`config.mk`:
```
export PLATFORM = sky130hd
export DESIGN_NAME = flash_wsm
export DESIGN_NICKNAME = d
export VERILOG_FILES = /design/src/rtl/flash_wsm_pkg.sv /design/src/rtl/wsm_blk_guard.sv /design/src/rtl/wsm_step_timer.sv /design/src/rtl/flash_wsm.sv
export SDC_FILE = /design/constraint.sdc
export NUM_CORES = 1
export LEC_CHECK = 0
export BUFFER_PORTS_ARGS = -buffer_cell sky130_fd_sc_hd__buf_2
export CORE_MARGIN = 4
export CORE_UTILIZATION = 35
export CTS_CLUSTER_SIZE = 8
export DETAILED_ROUTE_END_ITERATION = 8
export HOLD_SLACK_MARGIN = 0.03
export PLACE_DENSITY_LB_ADDON = 0.12
export SETUP_SLACK_MARGIN = 0.05
export SLEW_MARGIN = 20
export SYNTH_ARGS = -nofsm -noshare
export SYNTH_HDL_FRONTEND = slang
export SYNTH_SLANG_ARGS = --single-unit
```
`constraint.sdc`:
```
create_clock -name clk -period 3.96 [get_ports clk]
set_clock_uncertainty 0.05 [all_clocks]
set_input_delay 0.594 -clock clk [delete_from_list [all_inputs] [get_ports clk]]
set_output_delay 0.594 -clock clk [all_outputs]
set_load 0.03 [all_outputs]
```
`src/rtl/flash_wsm_pkg.sv`:
```
package flash_wsm_pkg;
    localparam int ADDR_W = 19;
    localparam int NBLK   = 19;
    localparam int BLK_W  = $clog2(NBLK);

    typedef enum logic [2:0] {
        OP_WAKE   = 3'd0,
        OP_PROG   = 3'd1,
        OP_ERASE  = 3'd2,
        OP_LOCK   = 3'd3,
        OP_SUSP   = 3'd4,
        OP_RESUME = 3'd5,
        OP_CLR    = 3'd6,
        OP_SLEEP  = 3'd7
    } op_e;

    typedef enum logic [1:0] {
        PD_OFF  = 2'b00,
        PD_NORM = 2'b01,
        PD_HV   = 2'b10,
        PD_ALT  = 2'b11
    } pd_e;

    typedef enum logic [2:0] {
        ST_IDLE, ST_PULSE, ST_VERIFY, ST_SUSP, ST_SLEEP
    } st_e;

    typedef enum logic [1:0] {
        JOB_PROG, JOB_ERASE, JOB_LOCK
    } job_e;

    typedef struct packed {
        logic susp;
        logic err_erase;
        logic err_prog;
        logic ovp;
    } flags_t;

    typedef struct packed {
        job_e             kind;
        logic [BLK_W-1:0] blk;
        logic             ovr;
    } job_t;

    // Bottom-boot word map: small blocks at the low end, 32K blocks above.
    function automatic logic [BLK_W-1:0] blk_of(input logic [ADDR_W-1:0] a);
        if (a < ADDR_W'(32'h02000))      return BLK_W'(0);
        else if (a < ADDR_W'(32'h03000)) return BLK_W'(1);
        else if (a < ADDR_W'(32'h04000)) return BLK_W'(2);
        else if (a < ADDR_W'(32'h08000)) return BLK_W'(3);
        else return BLK_W'(5'd3 + {1'b0, a[ADDR_W-1:15]});
    endfunction

    function automatic logic [7:0] pack_status(input logic busy, input flags_t f);
        return {~busy, f.susp, f.err_erase, f.err_prog, f.ovp, 3'b000};
    endfunction
endpackage

```
`src/rtl/wsm_blk_guard.sv`:
```
module wsm_blk_guard
    import flash_wsm_pkg::*;
(
    input  logic [ADDR_W-1:0] addr,
    input  logic [NBLK-1:0]   locks,
    input  logic              wp,
    input  logic [1:0]        pd,
    output logic [BLK_W-1:0]  blk,
    output logic              ovr,
    output logic              deny
);
    always_comb begin
        blk  = blk_of(addr);
        ovr  = wp || (pd == PD_HV);
        deny = !ovr && (locks[blk] == 1'b0);
    end
endmodule

```
`src/rtl/wsm_step_timer.sv`:
```
module wsm_step_timer #(
    parameter int PULSE_CYC  = 4,
    parameter int VERIFY_CYC = 2
) (
    input  logic clk,
    input  logic rst,
    input  logic run,
    input  logic phase,
    output logic last
);
    localparam int MAXC = (PULSE_CYC > VERIFY_CYC) ? PULSE_CYC : VERIFY_CYC;
    localparam int CW   = (MAXC > 1) ? $clog2(MAXC) : 1;

    logic [CW-1:0] cnt;

    always_comb begin
        last = run && (cnt == (phase ? CW'(VERIFY_CYC - 1) : CW'(PULSE_CYC - 1)));
    end

    always_ff @(posedge clk) begin
        if (rst || !run) cnt <= '0;
        else if (last)   cnt <= '0;
        else             cnt <= cnt + 1'b1;
    end
endmodule

```
`src/rtl/flash_wsm.sv`:
```
module flash_wsm
    import flash_wsm_pkg::*;
#(
    parameter int PULSE_CYC  = 4,
    parameter int VERIFY_CYC = 2,
    parameter int MAX_TRIES  = 3
) (
    input  logic              clk,
    input  logic              rst,
    input  logic              req_valid,
    input  logic [2:0]        req_op,
    input  logic [ADDR_W-1:0] req_addr,
    input  logic              wp,
    input  logic [1:0]        pd_level,
    input  logic              vfy_fail,
    input  logic              ovp_in,
    output logic [7:0]        status,
    output logic              ry_by,
    output logic              asleep,
    output logic [NBLK-1:0]   lock_bits
);
    localparam int TW = (MAX_TRIES > 1) ? $clog2(MAX_TRIES) : 1;

    st_e             st;
    job_t            job;
    flags_t          flags;
    logic [TW-1:0]   tries;
    logic            sleep_pend;
    logic [NBLK-1:0] lk, lk_nxt;

    op_e              op;
    job_e             req_kind;
    logic             pd_off, busy, tm_last, sleep_req, is_job;
    logic             acc_susp, vfy_end, vfy_pass, vfy_giveup;
    logic             g_deny, g_ovr;
    logic [BLK_W-1:0] g_blk;

    always_comb begin
        op         = op_e'(req_op);
        pd_off     = (pd_level == PD_OFF);
        busy       = (st == ST_PULSE) || (st == ST_VERIFY);
        sleep_req  = req_valid && (op == OP_SLEEP);
        is_job     = req_valid && ((op == OP_PROG) || (op == OP_ERASE) || (op == OP_LOCK));
        req_kind   = (op == OP_ERASE) ? JOB_ERASE : ((op == OP_LOCK) ? JOB_LOCK : JOB_PROG);
        acc_susp   = busy && req_valid && (op == OP_SUSP) && (job.kind != JOB_LOCK);
        vfy_end    = (st == ST_VERIFY) && tm_last && !acc_susp;
        vfy_pass   = vfy_end && !vfy_fail;
        vfy_giveup = vfy_end && vfy_fail && (tries == TW'(MAX_TRIES - 1));
    end

    wsm_blk_guard u_guard (
        .addr  (req_addr),
        .locks (lk),
        .wp    (wp),
        .pd    (pd_level),
        .blk   (g_blk),
        .ovr   (g_ovr),
        .deny  (g_deny)
    );

    wsm_step_timer #(
        .PULSE_CYC  (PULSE_CYC),
        .VERIFY_CYC (VERIFY_CYC)
    ) u_timer (
        .clk   (clk),
        .rst   (rst),
        .run   (busy),
        .phase (st == ST_VERIFY),
        .last  (tm_last)
    );

    // Per-block lock bit update on a passing verify.
    for (genvar b = 0; b < NBLK; b++) begin : g_lock
        assign lk_nxt[b] =
            (!pd_off && vfy_pass && (job.blk == BLK_W'(b)) && (job.kind == JOB_LOCK))  ? 1'b0 :
            (!pd_off && vfy_pass && (job.blk == BLK_W'(b)) && (job.kind == JOB_ERASE)
                     && job.ovr) ? 1'b1 : lk[b];
    end

    always_ff @(posedge clk) begin
        if (rst) lk <= '1;
        else     lk <= lk_nxt;
    end

    always_ff @(posedge clk) begin
        if (rst || pd_off) begin
            st         <= ST_IDLE;
            flags      <= '0;
            tries      <= '0;
            sleep_pend <= 1'b0;
            if (rst) job <= '{kind: JOB_PROG, blk: '0, ovr: 1'b0};
        end else begin
            // Clear first so that a same-edge error set below wins.
            if (req_valid && (op == OP_CLR)) begin
                flags.err_erase <= 1'b0;
                flags.err_prog  <= 1'b0;
                flags.ovp       <= 1'b0;
            end
            if (sleep_req && (busy || (st == ST_SUSP))) sleep_pend <= 1'b1;

            unique case (st)
                ST_IDLE: begin
                    if (is_job) begin
                        if (g_deny) begin
                            if (req_kind == JOB_ERASE) flags.err_erase <= 1'b1;
                            else                       flags.err_prog  <= 1'b1;
                        end else begin
                            st    <= ST_PULSE;
                            job   <= '{kind: req_kind, blk: g_blk, ovr: g_ovr};
                            tries <= '0;
                        end
                    end else if (sleep_req) begin
                        st <= ST_SLEEP;
                    end
                end
                ST_PULSE: begin
                    if (acc_susp) begin
                        st         <= ST_SUSP;
                        flags.susp <= 1'b1;
                    end else if (tm_last) begin
                        st <= ST_VERIFY;
                    end
                end
                ST_VERIFY: begin
                    if (acc_susp) begin
                        st         <= ST_SUSP;
                        flags.susp <= 1'b1;
                    end else if (vfy_pass) begin
                        if ((job.kind == JOB_PROG) && ovp_in) flags.ovp <= 1'b1;
                    end else if (vfy_giveup) begin
                        if (job.kind == JOB_ERASE) flags.err_erase <= 1'b1;
                        else                       flags.err_prog  <= 1'b1;
                    end else if (vfy_end) begin
                        tries <= tries + 1'b1;
                        st    <= ST_PULSE;
                    end
                end
                ST_SUSP: begin
                    if (req_valid && (op == OP_RESUME)) begin
                        st         <= ST_PULSE;
                        flags.susp <= 1'b0;
                    end
                end
                ST_SLEEP: begin
                    if (req_valid && (op == OP_WAKE)) st <= ST_IDLE;
                end
                default: st <= ST_IDLE;
            endcase

            if (vfy_pass || vfy_giveup) begin
                st         <= (sleep_pend || sleep_req) ? ST_SLEEP : ST_IDLE;
                sleep_pend <= 1'b0;
            end
        end
    end

    always_comb begin
        status    = pack_status(busy, flags);
        ry_by     = ~busy;
        asleep    = (st == ST_SLEEP);
        lock_bits = lk;
    end
endmodule

```
==> out/results.tsv <==
stage	metric	value	unit
die	die_x	89.6	um
route	route.detailed.drc	0	
global_route	grt_overflow_total	0	
job	maxCapViolations	0	
logic_synthesis	synth_seq_cells	39	
critical_path	path_max_fanout	8	
placed_design	post-place-ws	479	ps
timing	post-route-period-util	78.9	%
critical_path	cp_data_arrival_time	3020	ps
timing	finalHoldViolCount	0	
route	via_per_inst	5.35	
cts	clock-sinks	39	
die	die_h	89.6	um
layout	drive_gt1_share	20.8	%
status	status	finished, final reports clean	
global_route	grt_first_pass_wirelength	9.86	mm
cts	cts_buffers	5	
logic_synthesis	synth_top_flop_cell	dfxtp_1	
cts	cts_hold_buffers	0	
power_and_ir_drop	ir_worst_vdd	115	uV
layout	final_area	2680	sq um
timing	fmax	320	MHz
layout	diodes	0	
power_and_ir_drop	leakage	0.987	nW
die	core_area	6420	sq um
cts	cts_resized	0	
placed_design	io_buffers	43	
critical_path	crit_type	input port to flip-flop	
cts	cts_buffer_depth	2	
logic_synthesis	post_synth_num_cell_types	55	
timing	tightest_slew	728	ps
die	row_count	29	
layout	area_delta_synth_final	15.0	%
timing	min_period	3120	ps
route	first_pass_iters	4	
power_and_ir_drop	p_per_area	305	nW/um^2
die	initial_core_util	36.3	%
route	wl_per_cell	15.3	um
layout	num-fill-cells	671	
route	drt-total-wl	5.98	mm
timing	slew_headroom	51.1	%
cts	clock_tree.root_cell	clkbuf_8	
logic_synthesis	syn_area_per_cell	8.61	sq um
logic_synthesis	synth_edf_count	8	
logic_synthesis	seq_area_frac_synth	36.9	%
global_route	grt_usage	15.8	%
die	io_pins	59	
placed_design	dp_hpwl	4.50	mm
layout	mostFrequentLayoutCell	buf_2	
critical_path	slowest_delay	430	ps
timing	timing.final.ws_setup	836	ps
critical_path	required	3860	ps
placed_design	gp_congestion	0.779	
critical_path	crit_buf_inv	2	
global_route	grt_start_max_net_pins	27	
timing	setup_viol	0	
route	ant_nets	0	
critical_path	slowest_stage	o31a_1	
layout	layout.nets	345	
cts	cts_setup_buffers	0	
die	die_area	8030	sq um
cts	clk-insertion-delay-late	290	ps
logic_synthesis	async_flop_share	0	%
timing	fin_hold_ws	408	ps
route	drt_iter0_drc	78	
hold_path	hp-class	flip-flop to flip-flop	
layout	utilization	41.7	%
timing	tns	0	ps
critical_path	cp_top_family	compound AO/OA/AOI/OAI gates	
critical_path	end_kind	flip-flop	
logic_synthesis	syn-cell-area	2330	sq um
route	num_vias	2086	
cts	clkTransAtPathRegs	70	ps
cts	cts_tree	built	
global_route	first_global_vias	1969	
placed_design	place_area	2600	sq um
global_route	antenna_found_initial	0	
logic_synthesis	yosysWarnings	0	
layout	layout_common_cells	buf_2, nor2_1, dfxtp_1	
timing	rsz0062_at_grt	no	
cts	cts_max_level	2	
critical_path	path_cells	buf_2, inv_1, ha_1, nor3b_2, nor2_1, a21oi_1, mux4_2, mux2i_1, o21ai_1, o31a_1	
logic_synthesis	syn_inst	271	
timing	slew_violations	0	
critical_path	start_kind	input port	
## report_power, final
group          switching (mW)  internal [mW]  total [mW]
clock                   0.139          0.120       0.259
combinational          0.0783         0.0457       0.124
sequential             0.0178          0.417       0.435
total                   0.235          0.583       0.818
## cell usage after synthesis, drive strengths merged (2+ instances only)
library cell | n | area [sq um]
nor2 | 35 | 134
dfxtp | 31 | 621
nand2 | 25 | 93.8
a21oi | 22 | 110
a221o | 15 | 150
mux2i | 11 | 110
inv | 10 | 37.5
nor3 | 10 | 72.6
nand2b | 9 | 56.3
clkbuf | 8 | 30.0
edfxtp | 8 | 240
o21ai | 8 | 40.0
nor3b | 7 | 68.8
and2 | 5 | 31.3
buf | 5 | 35.0
nand3 | 5 | 25.0
or2 | 5 | 31.3
nand3b | 4 | 30.0
a31oi | 3 | 18.8
ha | 3 | 37.5
mux2 | 3 | 33.8
o31ai | 3 | 22.5
or3 | 3 | 18.8
and4 | 2 | 17.5
nor2b | 2 | 12.5
o211ai | 2 | 15.0
o21bai | 2 | 15.0
o32ai | 2 | 17.5
xnor2 | 2 | 17.5
xor2 | 2 | 17.5
## through the flow
step           cells  power, mW
2_1_floorplan    273      0.529
3_3_place_gp     382      0.568
3_5_place_dp     382      0.567
4_1_cts          390      0.830
5_1_grt          390      0.863
6_report         390      0.818
## final timing paths
check / endpoint / cells after the start / slack [ps] / start
hold / removal: u_timer.cnt[0] / 1 / 410 / u_timer.cnt[0]
hold reg to reg: u_timer.cnt[0] / 1 / 410 / u_timer.cnt[0]
setup reg to reg: lock_bits[2] / 6 / 1020 / st[1]
setup / recovery: job[3] / 10 / 840 / req_addr[15]
## routing by layer
layer / routed length (um) / vias up / GRT usage (%)
li1: - / 1077 / -
met5: 0 / - / 0
met3: 215 / 6 / 3.28
met2: 2700 / 40 / 23.8
met4: 64 / 0 / 4.06
met1: 3000 / 963 / 23.1
## logic make-up (layout without fill, tap and decap cells)
logic type / after synthesis / count (layout) / share of synthesized area [%]
muxes: 15 / 15 / 7.14
and+or+nand+nor: 119 / 119 / 28.0
AOI/OAI and AO/OA: 67 / 67 / 20.3
DFF: 39 / 39 / 36.9
other: 1 / 3 / 0.161
buffers and inverters: 23 / 63 / 4.40
adders and majority gates: 3 / 3 / 1.61
xor gates and xnor gates: 4 / 4 / 1.50
## flip-flops by register name, indices dropped and copies added, names as in the netlist
register and flops:
job 8, status 4, lock_bits 19, st 3, u_timer.cnt 2, sleep_pend 1, tries 2
## final cells by class
class,instances,area (sq um),share of cell area (%)
Clock buffer,6,72.6,2.71
Clock inverter,2,7.51,0.280
Inverter,10,37.5,1.40
Multi-Input combinational cell,211,1380,51.3
Sequential cell,39,861,32.1
Tap cell,77,96.3,3.59
Timing Repair Buffer,45,230,8.59
## worst register-to-register path: cells and delay by family, from the launching register on
kind / cells / cell delay (ps)
AOI/OAI and AO/OA: 2 / 700
and+or+nand+nor: 4 / 1440
DFF: 1 / 640
Power figures use the tool's default switching activity.
